## src/rtl/pwm_timer_pkg.sv

```systemverilog
package pwm_timer_pkg;
  localparam int NCH       = 5;
  localparam int NPIN      = 4;
  localparam int FLD_W     = 4;
  localparam int ADR_PRE   = 0;
  localparam int ADR_DIV   = 1;
  localparam int ADR_CTL   = 2;
  localparam int CH_BASE   = 3;
  localparam int CH_STRIDE = 3;
  localparam int CB_START  = 0;
  localparam int CB_UPD    = 1;
  localparam int CB_INV    = 2;
  localparam int CB_RLD    = 3;

  function automatic int grp_of(input int ch);
    return (ch < 2) ? 0 : 1;
  endfunction

  function automatic int adr_cnt_buf(input int ch);
    return CH_BASE + CH_STRIDE * ch;
  endfunction

  function automatic int adr_cmp_buf(input int ch);
    return CH_BASE + CH_STRIDE * ch + 1;
  endfunction

  function automatic int adr_cnt_obs(input int ch);
    return CH_BASE + CH_STRIDE * ch + 2;
  endfunction
endpackage

```

## src/rtl/pwm_prescaler.sv

```systemverilog
module pwm_prescaler #(
  parameter int PRE_W = 8
) (
  input  logic             clk_i,
  input  logic             rst_ni,
  input  logic [PRE_W-1:0] pre_val_i,
  output logic             tick_o
);
  logic [PRE_W-1:0] cnt_q;

  assign tick_o = (cnt_q >= pre_val_i);

  always_ff @(posedge clk_i or negedge rst_ni) begin
    if (!rst_ni)     cnt_q <= '0;
    else if (tick_o) cnt_q <= '0;
    else             cnt_q <= cnt_q + 1'b1;
  end
endmodule

```

## src/rtl/pwm_tick_div.sv

```systemverilog
module pwm_tick_div #(
  parameter int SEL_W = 4
) (
  input  logic             clk_i,
  input  logic             rst_ni,
  input  logic             pre_tick_i,
  input  logic [SEL_W-1:0] sel_i,
  output logic             tick_o
);
  localparam int DW = (2 ** SEL_W) - 1;

  logic [DW-1:0] cnt_q;
  logic [DW-1:0] lim;

  // 2^sel - 1; sel at max wraps to all ones, still correct
  assign lim    = (DW'(1) << sel_i) - DW'(1);
  assign tick_o = pre_tick_i && (cnt_q >= lim);

  always_ff @(posedge clk_i or negedge rst_ni) begin
    if (!rst_ni)         cnt_q <= '0;
    else if (tick_o)     cnt_q <= '0;
    else if (pre_tick_i) cnt_q <= cnt_q + 1'b1;
  end
endmodule

```

## src/rtl/pwm_chan.sv

```systemverilog
module pwm_chan #(
  parameter int CNT_W   = 16,
  parameter bit HAS_CMP = 1'b1
) (
  input  logic             clk_i,
  input  logic             rst_ni,
  input  logic             tick_i,
  input  logic             start_i,
  input  logic             upd_i,
  input  logic             rld_i,
  input  logic             inv_i,
  input  logic [CNT_W-1:0] cbuf_i,
  input  logic [CNT_W-1:0] mbuf_i,
  output logic [CNT_W-1:0] cnt_o,
  output logic             pwm_o,
  output logic             expire_o,
  output logic             done_o
);
  logic [CNT_W-1:0] cnt_q;
  logic             exp_q;
  logic             done_q;
  logic             run;

  assign run = start_i && !done_q && tick_i;

  always_ff @(posedge clk_i or negedge rst_ni) begin
    if (!rst_ni) begin
      cnt_q  <= '0;
      exp_q  <= 1'b0;
      done_q <= 1'b0;
    end else if (upd_i) begin
      cnt_q  <= cbuf_i;
      exp_q  <= 1'b0;
      done_q <= 1'b0;
    end else if (run) begin
      if (cnt_q == '0) begin
        exp_q <= 1'b1;
        if (rld_i) cnt_q  <= cbuf_i;
        else       done_q <= 1'b1;
      end else begin
        cnt_q <= cnt_q - 1'b1;
        exp_q <= 1'b0;
      end
    end else begin
      exp_q <= 1'b0;
    end
  end

  generate
    if (HAS_CMP) begin : g_cmp
      logic [CNT_W-1:0] cmp_q;
      always_ff @(posedge clk_i or negedge rst_ni) begin
        if (!rst_ni) cmp_q <= '0;
        else if (upd_i || (run && rld_i && cnt_q == '0)) cmp_q <= mbuf_i;
      end
      // high while above compare: N-C ticks of N+1
      assign pwm_o = (cnt_q > cmp_q) ^ inv_i;
    end else begin : g_nocmp
      logic unused_cmp;
      assign unused_cmp = inv_i ^ (^mbuf_i);
      assign pwm_o      = 1'b0;
    end
  endgenerate

  assign cnt_o    = cnt_q;
  assign expire_o = exp_q;
  assign done_o   = done_q;
endmodule

```

## src/rtl/pwm_timer.sv

```systemverilog
module pwm_timer
  import pwm_timer_pkg::*;
#(
  parameter int CNT_W  = 16,
  parameter int PRE_W  = 8,
  parameter int SEL_W  = 4,
  parameter int ADDR_W = 5
) (
  input  logic              clk_i,
  input  logic              rst_ni,
  input  logic [ADDR_W-1:0] addr_i,
  input  logic [31:0]       wdata_i,
  input  logic              we_i,
  output logic [31:0]       rdata_o,
  output logic [NPIN-1:0]   pwm_o,
  output logic [NCH-1:0]    expire_o
);
  localparam int PRE_ALL = 2 * PRE_W;
  localparam int DIV_ALL = NCH * SEL_W;
  localparam int CTL_ALL = NCH * FLD_W;

  function automatic logic [CTL_ALL-1:0] ctl_wmask();
    logic [CTL_ALL-1:0] m;
    m = '1;
    for (int c = NPIN; c < NCH; c++) m[c*FLD_W+CB_INV] = 1'b0;
    return m;
  endfunction
  localparam logic [CTL_ALL-1:0] CTL_WMASK = ctl_wmask();

  logic [PRE_ALL-1:0]          pre_q;
  logic [DIV_ALL-1:0]          div_q;
  logic [CTL_ALL-1:0]          ctl_q;
  logic [NCH-1:0][CNT_W-1:0]   cbuf_q;
  logic [NPIN-1:0][CNT_W-1:0]  mbuf_q;
  logic [NCH-1:0][CNT_W-1:0]   cnt_all;
  logic [NCH-1:0]              ch_tick, ch_start, ch_upd, ch_rld, ch_inv, ch_done;
  logic [NCH-1:0]              ch_pwm;
  logic [1:0]                  grp_tick;
  logic                        unused_w;

  assign unused_w = ^wdata_i;

  always_ff @(posedge clk_i or negedge rst_ni) begin
    if (!rst_ni) begin
      pre_q  <= '0;
      div_q  <= '0;
      ctl_q  <= '0;
      cbuf_q <= '0;
      mbuf_q <= '0;
    end else if (we_i) begin
      if (int'(addr_i) == ADR_PRE) pre_q <= wdata_i[PRE_ALL-1:0];
      if (int'(addr_i) == ADR_DIV) div_q <= wdata_i[DIV_ALL-1:0];
      if (int'(addr_i) == ADR_CTL) ctl_q <= wdata_i[CTL_ALL-1:0] & CTL_WMASK;
      for (int c = 0; c < NCH; c++) begin
        if (int'(addr_i) == adr_cnt_buf(c)) cbuf_q[c] <= wdata_i[CNT_W-1:0];
      end
      for (int c = 0; c < NPIN; c++) begin
        if (int'(addr_i) == adr_cmp_buf(c)) mbuf_q[c] <= wdata_i[CNT_W-1:0];
      end
    end
  end

  always_comb begin
    rdata_o = '0;
    if (int'(addr_i) == ADR_PRE) rdata_o[PRE_ALL-1:0] = pre_q;
    if (int'(addr_i) == ADR_DIV) rdata_o[DIV_ALL-1:0] = div_q;
    if (int'(addr_i) == ADR_CTL) rdata_o[CTL_ALL-1:0] = ctl_q;
    for (int c = 0; c < NCH; c++) begin
      if (int'(addr_i) == adr_cnt_buf(c)) rdata_o[CNT_W-1:0] = cbuf_q[c];
      if (int'(addr_i) == adr_cnt_obs(c)) rdata_o[CNT_W-1:0] = cnt_all[c];
    end
    for (int c = 0; c < NPIN; c++) begin
      if (int'(addr_i) == adr_cmp_buf(c)) rdata_o[CNT_W-1:0] = mbuf_q[c];
    end
  end

  for (genvar g = 0; g < 2; g++) begin : g_grp
    pwm_prescaler #(.PRE_W(PRE_W)) u_pre (
      .clk_i     (clk_i),
      .rst_ni    (rst_ni),
      .pre_val_i (pre_q[g*PRE_W +: PRE_W]),
      .tick_o    (grp_tick[g])
    );
  end

  for (genvar c = 0; c < NCH; c++) begin : g_ch
    localparam bit HAS_PIN = (c < NPIN);
    logic [CNT_W-1:0] mbuf;

    assign ch_start[c] = ctl_q[c*FLD_W+CB_START];
    assign ch_upd[c]   = ctl_q[c*FLD_W+CB_UPD];
    assign ch_inv[c]   = ctl_q[c*FLD_W+CB_INV];
    assign ch_rld[c]   = ctl_q[c*FLD_W+CB_RLD];

    if (HAS_PIN) begin : g_pin
      assign mbuf     = mbuf_q[c];
      assign pwm_o[c] = ch_pwm[c];
    end else begin : g_nopin
      logic unused_pwm;
      assign mbuf       = '0;
      assign unused_pwm = ch_pwm[c];
    end

    pwm_tick_div #(.SEL_W(SEL_W)) u_div (
      .clk_i      (clk_i),
      .rst_ni     (rst_ni),
      .pre_tick_i (grp_tick[grp_of(c)]),
      .sel_i      (div_q[c*SEL_W +: SEL_W]),
      .tick_o     (ch_tick[c])
    );

    pwm_chan #(.CNT_W(CNT_W), .HAS_CMP(HAS_PIN)) u_chan (
      .clk_i    (clk_i),
      .rst_ni   (rst_ni),
      .tick_i   (ch_tick[c]),
      .start_i  (ch_start[c]),
      .upd_i    (ch_upd[c]),
      .rld_i    (ch_rld[c]),
      .inv_i    (ch_inv[c]),
      .cbuf_i   (cbuf_q[c]),
      .mbuf_i   (mbuf),
      .cnt_o    (cnt_all[c]),
      .pwm_o    (ch_pwm[c]),
      .expire_o (expire_o[c]),
      .done_o   (ch_done[c])
    );
  end
endmodule

```

## config.mk

```make
export PLATFORM = sky130hd
export DESIGN_NAME = pwm_timer
export DESIGN_NICKNAME = d
export VERILOG_FILES = /design/src/rtl/pwm_timer_pkg.sv /design/src/rtl/pwm_prescaler.sv /design/src/rtl/pwm_tick_div.sv /design/src/rtl/pwm_chan.sv /design/src/rtl/pwm_timer.sv
export SDC_FILE = /design/constraint.sdc
export NUM_CORES = 1
export LEC_CHECK = 0
export ABC_CLOCK_PERIOD_IN_PS = 5400
export BUFFER_PORTS_ARGS = -buffer_cell sky130_fd_sc_hd__buf_2
export CORE_UTILIZATION = 59
export CTS_CLUSTER_SIZE = 30
export DETAILED_ROUTE_END_ITERATION = 16
export PLACE_DENSITY = 0.84
export SLEW_MARGIN = 20
export SYNTH_ARGS = -nofsm -noshare
export SYNTH_HDL_FRONTEND = slang
export SYNTH_HIERARCHICAL = 1
export SYNTH_SLANG_ARGS = --single-unit
```

## constraint.sdc

```tcl
create_clock -name clk_i -period 5.4 [get_ports clk_i]
set_input_delay 0.27 -clock clk_i [delete_from_list [all_inputs] [get_ports clk_i]]
set_output_delay 0.27 -clock clk_i [all_outputs]
set_load 0.02 [all_outputs]
```

==> results of run 1 <==
[registers in the layout (all words and copies together), names as in the netlist]
signal / count
cbuf_q: 80
g_ch.u_chan/cnt_o: 80
g_ch.u_div/cnt_q: 75
g_ch.mbuf: 64
g_ch.u_chan/g_cmp.cmp_q: 64
div_q: 20
ctl_q: 19
g_grp.u_pre/cnt_q: 16
pre_q: 16
g_ch.u_chan/done_o: 5
g_ch.u_chan/expire_o: 5
[cell type report]
type	instances	area share, %
clock inverters	18	0.6422
flip-flops and latches	444	35.64
clock buffers	67	4.471
inverters	153	1.842
multi-input cells	2149	52.63
well taps	656	2.633
repair buffers	101	2.135
[through the flow]
stage | area [um2] | setup slack, ns | total power [mW] | hold slack (ns)
6_report | 31170 | 0.4303 | 15.26 | 0.2551
5_1_grt | 31170 | 0.02524 | 16.05 | 0.2450
4_1_cts | 31150 | 0.4842 | 15.12 | 0.2164
3_5_place_dp | 29510 | 0.5165 | 11.73 | 0.4280
3_3_place_gp | 29510 | 0.7373 | 11.30 | 0.4079
2_1_floorplan | 29100 | 0.9416 | 9.837 | -0.02559
[routing by layer]
metal	up-vias	GRT usage, %	part of all wire, %
met2	1305	58.48	45
li1	10770	-	-
met3	256	7.057	9.2
met4	2	16.86	4.9
met5	-	0	0.014
met1	12270	51.15	41
[how the worst min path moves through the flow]
| stage | depth (start not counted) | startpoint | end |
|---|---|---|---|
| 2_1_floorplan | 0 | rst_ni | cbuf_q[0]$_DFFE_PN0P_ |
| 3_3_place_gp | 1 | rst_ni | g_ch[0].u_div/cnt_q[0]$_DFFE_PN0P_ |
| 3_5_place_dp | 1 | rst_ni | g_ch[0].u_div/cnt_q[3]$_DFFE_PN0P_ |
| 4_1_cts | 2 | wdata_i[9] | cbuf_q[41]$_DFFE_PN0P_ |
| 5_1_grt | 2 | wdata_i[9] | cbuf_q[41]$_DFFE_PN0P_ |
| 6_report | 2 | wdata_i[9] | cbuf_q[73]$_DFFE_PN0P_ |
[power groups by stage]
stage	combinational (mW)	clock, mW	sequential [mW]
global placement	5.46	0	5.84
finish	5.97	3.37	5.92
detailed placement	5.82	0	5.90
floorplan	4.74	0	5.09
global route	6.53	3.52	5.99
CTS	5.87	3.40	5.85
==> impl_metrics.json, run 1 <==
{
  "maximum_net_fanout_on_the_critical_path": 18,
  "critPathMaxStageDelay_ns": 0.68,
  "timing.setup.critical_path_class": "register to register",
  "rrSetupSlack_ns": 0.43,
  "rows": 80,
  "setup.worst_path.start_class": "register",
  "worst_slew_pin_slew_ns": 1.180,
  "intPower_mw": 8.823,
  "clock_sink_count": 444,
  "critPathArrivalTime_ns": 5.46,
  "antenna_left": 0,
  "critical_path.n_buffers_inverters": 0,
  "worstReg2RegEnd": "g_ch[1].u_chan/g_cmp.cmp_q[12]$_DFFE_PN0P_",
  "postCtsSetupRepairBufs": 0,
  "maxCapViolations": 0,
  "postSynthAreaPerCell_um2": 9.941,
  "worst-path-stages": 15,
  "firstDrtPassIters": 7,
  "critical_path.top_delay_family": "simple AND/OR/NAND/NOR gates",
  "detailedRoute.firstIterationViolations": 2865,
  "layout_commonest_cell": "dfrtp_1",
  "io_pins": 81,
  "number_of_global_route_vias_before_repair": 23540,
  "core_region_area_mm2": 0.04815,
  "design.die.area_mm2": 0.05014,
  "via_count": 24600,
  "cell_count_of_the_worst_reg_to_reg_path": 15,
  "end_kind": "register",
  "num_cts_buffers": 49,
  "power.clock.fraction_pct": 22.1,
  "cts_hold_buffers": 5,
  "register_clock_pin_slew_on_the_reported_worst_setup_and_hold_paths_ns": 0.06,
  "grt_usage_pct": 37.60,
  "total_area_of_multi_input_combinational_cells_mm2": 0.01641,
  "register_area_mm2": 0.01111,
  "proportion_of_total_power_due_to_net_switching_pct": 42.18,
  "die-height_um": 223.9,
  "worstPathCellList": "or2_2, or3_1, ha_1, nor4b_1, a21oi_1, o22a_1, ha_1, a21oi_2, o21ai_1, a21oi_2, o31ai_2, and2_1, and3b_1, a31oi_4, mux2_2",
  "overflow": 0,
  "routability_driven_placement_congestion_ratio": 1.073,
  "fmax_mhz": 201.2,
  "crit_path_top_delay_cell": "a31oi_4",
  "seq_power_share_pct": 38.8,
  "layout_overhead_on_the_synthesized_area_pct": 7.281,
  "vdd_drop_max_v": 0.0003584,
  "finish.utilization_pct": 64.75,
  "timing.clock.skew_ns": 0.03183,
  "route.detailed.drc": 0,
  "yosysWarningCount": 6,
  "final_min_period_ns": 4.970,
  "syn_area_mm2": 0.02906,
  "post_cts.resized_instances": 0,
  "die_width_um": 223.9,
  "final_cells": 3588,
  "worstSetupEndpoint": "g_ch[1].u_chan/g_cmp.cmp_q[12]$_DFFE_PN0P_",
  "cts_max_path_buffers": 3,
  "number_of_antenna_violations_at_the_first_check_in_global_routing": 3,
  "p_per_area_mw_per_mm2": 489.5,
  "rsz_0062_raised_after_global_routing": "false",
  "initial_utilization_pct": 60.35,
  "hpwl_mm": 68.43,
  "clock_tree_root": "clkbuf_16",
  "share_comb_of_total_power_pct": 39.1,
  "setup.worst_path.start": "div_q[4]$_DFFE_PN0P_",
  "hold_violations": 0,
  "largest_net_degree_at_the_start_of_global_routing": 151,
  "antenna-diode-count": 0,
  "htree_levels": 2,
  "share_of_final_layout_standard_cells_stronger_than_drive_strength_1_pct": 20.05,
  "drt-total-wl_mm": 94.93,
  "first_pass_grt_wire_length_mm": 142.6,
  "setup_tns_ns": 0,
  "hp-class": "input pin to register",
  "clock_tree_from_tritoncts": "built",
  "routed_via_density": 6.856,
  "regToRegStartpoint": "div_q[4]$_DFFE_PN0P_",
  "dp_cells": 3497,
  "critPathRequiredTime_ns": 5.89,
  "run_status": "completed",
  "syn_inst": 2923,
  "clock_insertion_delay_worst_skew_ns": 0.63,
  "finalNetCount": 3115,
  "quantity_of_i_o_buffers_inserted_on_ports": 56,
  "wl_per_cell_um": 26.46,
  "final.fill_count": 3811,
  "layout_common_cells": "dfrtp_1 (444), mux2_2 (229), ha_1 (177), a21oi_1 (166), nor2_1 (162)",
  "final-max-slew-violation-count": 0,
  "max-slew-margin-rel_pct": 19.28,
  "cellLeakagePower_nw": 13.84,
  "power_switching_mw": 6.437,
  "setup_viol": 0,
  "layout_worst_path_cycle_share_pct": 92.03
}
Note: power is estimated with default switching activity, not from simulation.
==> inputs of run 2 (changes only) <==
Settings changed: CTS_BUF_LIST set to sky130_fd_sc_hd__clkbuf_8.
==> impl_metrics.json, run 2 (same netlist as run 1, synthesis figures left out) <==
{
  "fmax_mhz": 200.8,
  "die_width_um": 223.9,
  "drt-total-wl_mm": 95.39,
  "via_count": 24930,
  "share_of_final_layout_standard_cells_stronger_than_drive_strength_1_pct": 21.00,
  "route.detailed.drc": 0,
  "grt_usage_pct": 37.76,
  "final_cells": 3648,
  "grt_busiest_layer": "met2",
  "first_pass_grt_wire_length_mm": 143.0,
  "total_area_of_multi_input_combinational_cells_mm2": 0.01641,
  "layout_common_cells": "dfrtp_1 (444), mux2_2 (229), inv_1 (178), ha_1 (177), a21oi_1 (166)",
  "setup_viol": 0,
  "max-slew-margin-rel_pct": 20.33,
  "hold_violations": 0,
  "final.fill_count": 3786,
  "maxCapViolations": 0,
  "use_met3_pct": 8.027,
  "p_per_area_mw_per_mm2": 483.6,
  "worst_slew_pin_slew_ns": 1.165,
  "layout_overhead_on_the_synthesized_area_pct": 7.290,
  "clock_tree_from_tritoncts": "built",
  "setup.worst_path.start_class": "register",
  "setup_tns_ns": 0,
  "number_of_antenna_violations_at_the_first_check_in_global_routing": 3,
  "num_cts_buffers": 79,
  "gr-usage-met2_pct": 58.20,
  "regToRegStartpoint": "div_q[4]$_DFFE_PN0P_",
  "overflow": 0,
  "rsz_0062_raised_after_global_routing": "false",
  "end_kind": "register",
  "cellLeakagePower_nw": 13.98,
  "register_clock_pin_slew_on_the_reported_worst_setup_and_hold_paths_ns": 0.06,
  "htree_levels": 3,
  "cts_max_path_buffers": 3,
  "timing.setup.critical_path_class": "register to register",
  "finish.utilization_pct": 64.75,
  "clock_insertion_delay_worst_skew_ns": 0.70,
  "dp_cells": 3497,
  "use_met1_pct": 50.67,
  "critPathRequiredTime_ns": 5.95,
  "core_region_area_mm2": 0.04815,
  "design.die.area_mm2": 0.05014,
  "finalNetCount": 3145,
  "final_min_period_ns": 4.979,
  "routability_driven_placement_congestion_ratio": 1.073,
  "number_of_global_route_vias_before_repair": 23850,
  "wl_per_cell_um": 26.15,
  "maximum_net_fanout_on_the_critical_path": 18,
  "layout_commonest_cell": "dfrtp_1",
  "setup.worst_path.start": "div_q[4]$_DFFE_PN0P_",
  "routed_via_density": 6.833,
  "register_area_mm2": 0.01111,
  "quantity_of_i_o_buffers_inserted_on_ports": 56,
  "die-height_um": 223.9,
  "post_cts.resized_instances": 0,
  "firstDrtPassIters": 14,
  "clock_sink_count": 444,
  "antenna_left": 0,
  "final-max-slew-violation-count": 0,
  "rows": 80,
  "holdCritStartpoint": "wdata_i[9]",
  "vdd_drop_max_v": 0.0002957,
  "largest_net_degree_at_the_start_of_global_routing": 151,
  "critPathArrivalTime_ns": 5.53,
  "io_pins": 81,
  "detailedRoute.firstIterationViolations": 2965,
  "clock_tree_root": "clkbuf_8",
  "run_status": "completed",
  "hp-class": "input pin to register",
  "hpwl_mm": 68.43,
  "timing.clock.skew_ns": 0.03907,
  "initial_utilization_pct": 60.35,
  "layout_worst_path_cycle_share_pct": 92.21
}
[run 2: path summary, 6_finish.rpt]
kind	end	slack (ns)	cells after the start
max reg2reg	g_ch[1].u_chan/g_cmp.cmp_q[9]$_DFFE_PN0P_	0.42	15
max	g_ch[1].u_chan/g_cmp.cmp_q[9]$_DFFE_PN0P_	0.42	15
min in group asynchronous	g_ch[0].u_div/cnt_q[1]$_DFFE_PN0P_	0.22	2
min reg2reg	g_grp[0].u_pre/cnt_q[0]$_DFF_PN0_	0.48	1
min	cbuf_q[73]$_DFFE_PN0P_	0.21	2
max in group asynchronous	cbuf_q[55]$_DFFE_PN0P_	3.64	3
[run 2: final cells by class]
type / instances / share of cell area (%)
multi-input cells: 2149 / 52.63
flip-flops and latches: 444 / 35.64
clock buffers: 95 / 4.194
well taps: 656 / 2.633
repair buffers: 101 / 2.135
inverters: 153 / 1.842
clock inverters: 48 / 0.9110
diodes: 2 / 0.01605
[run 2: worst max-delay path: stages (launching register included)]
cell and delay (ns):
dfrtp_1 0.49, or2_2 0.37, or3_1 0.36, ha_1 0.31, nor4b_1 0.48, a21oi_1 0.08, o22a_1 0.22, ha_1 0.33
a21oi_2 0.15, o21ai_1 0.09, a21oi_2 0.19, o31ai_2 0.12, and2_1 0.27, and3b_1 0.31, a31oi_4 0.66, mux2_2 0.41
[run 2: timing repair]
item,CTS,global route
buffers inserted,0,0
hold buffers,5,0
endpoints found under the hold margin,123,0
[run 2: per-stage QoR]
step | total power, mW | hold WS (ns) | worst slack (ns) | instance area, um2
5_1_grt | 15.90 | 0.1671 | 0.02112 | 31170
3_3_place_gp | 11.30 | 0.4079 | 0.7373 | 29510
3_5_place_dp | 11.73 | 0.4280 | 0.5165 | 29510
6_report | 15.08 | 0.2118 | 0.4207 | 31180
4_1_cts | 14.96 | 0.1320 | 0.5022 | 31150
2_1_floorplan | 9.837 | -0.02559 | 0.9416 | 29100
[run 2: routing by layer]
metal  share of wire [%]  vias to the layer above
met5                   0                        -
li1                    -                    10850
met2                  45                     1364
met3                 9.3                      261
met4                 5.1                        0
met1                  41                    12460
[run 2: where the power goes]
part	leakage [nW]	switching, mW	total [mW]	internal (mW)
clock network	0.925	1.48	3.18	1.70
logic	7.43	3.35	5.98	2.63
registers	5.63	1.67	5.92	4.25
total	14.0	6.50	15.1	8.58
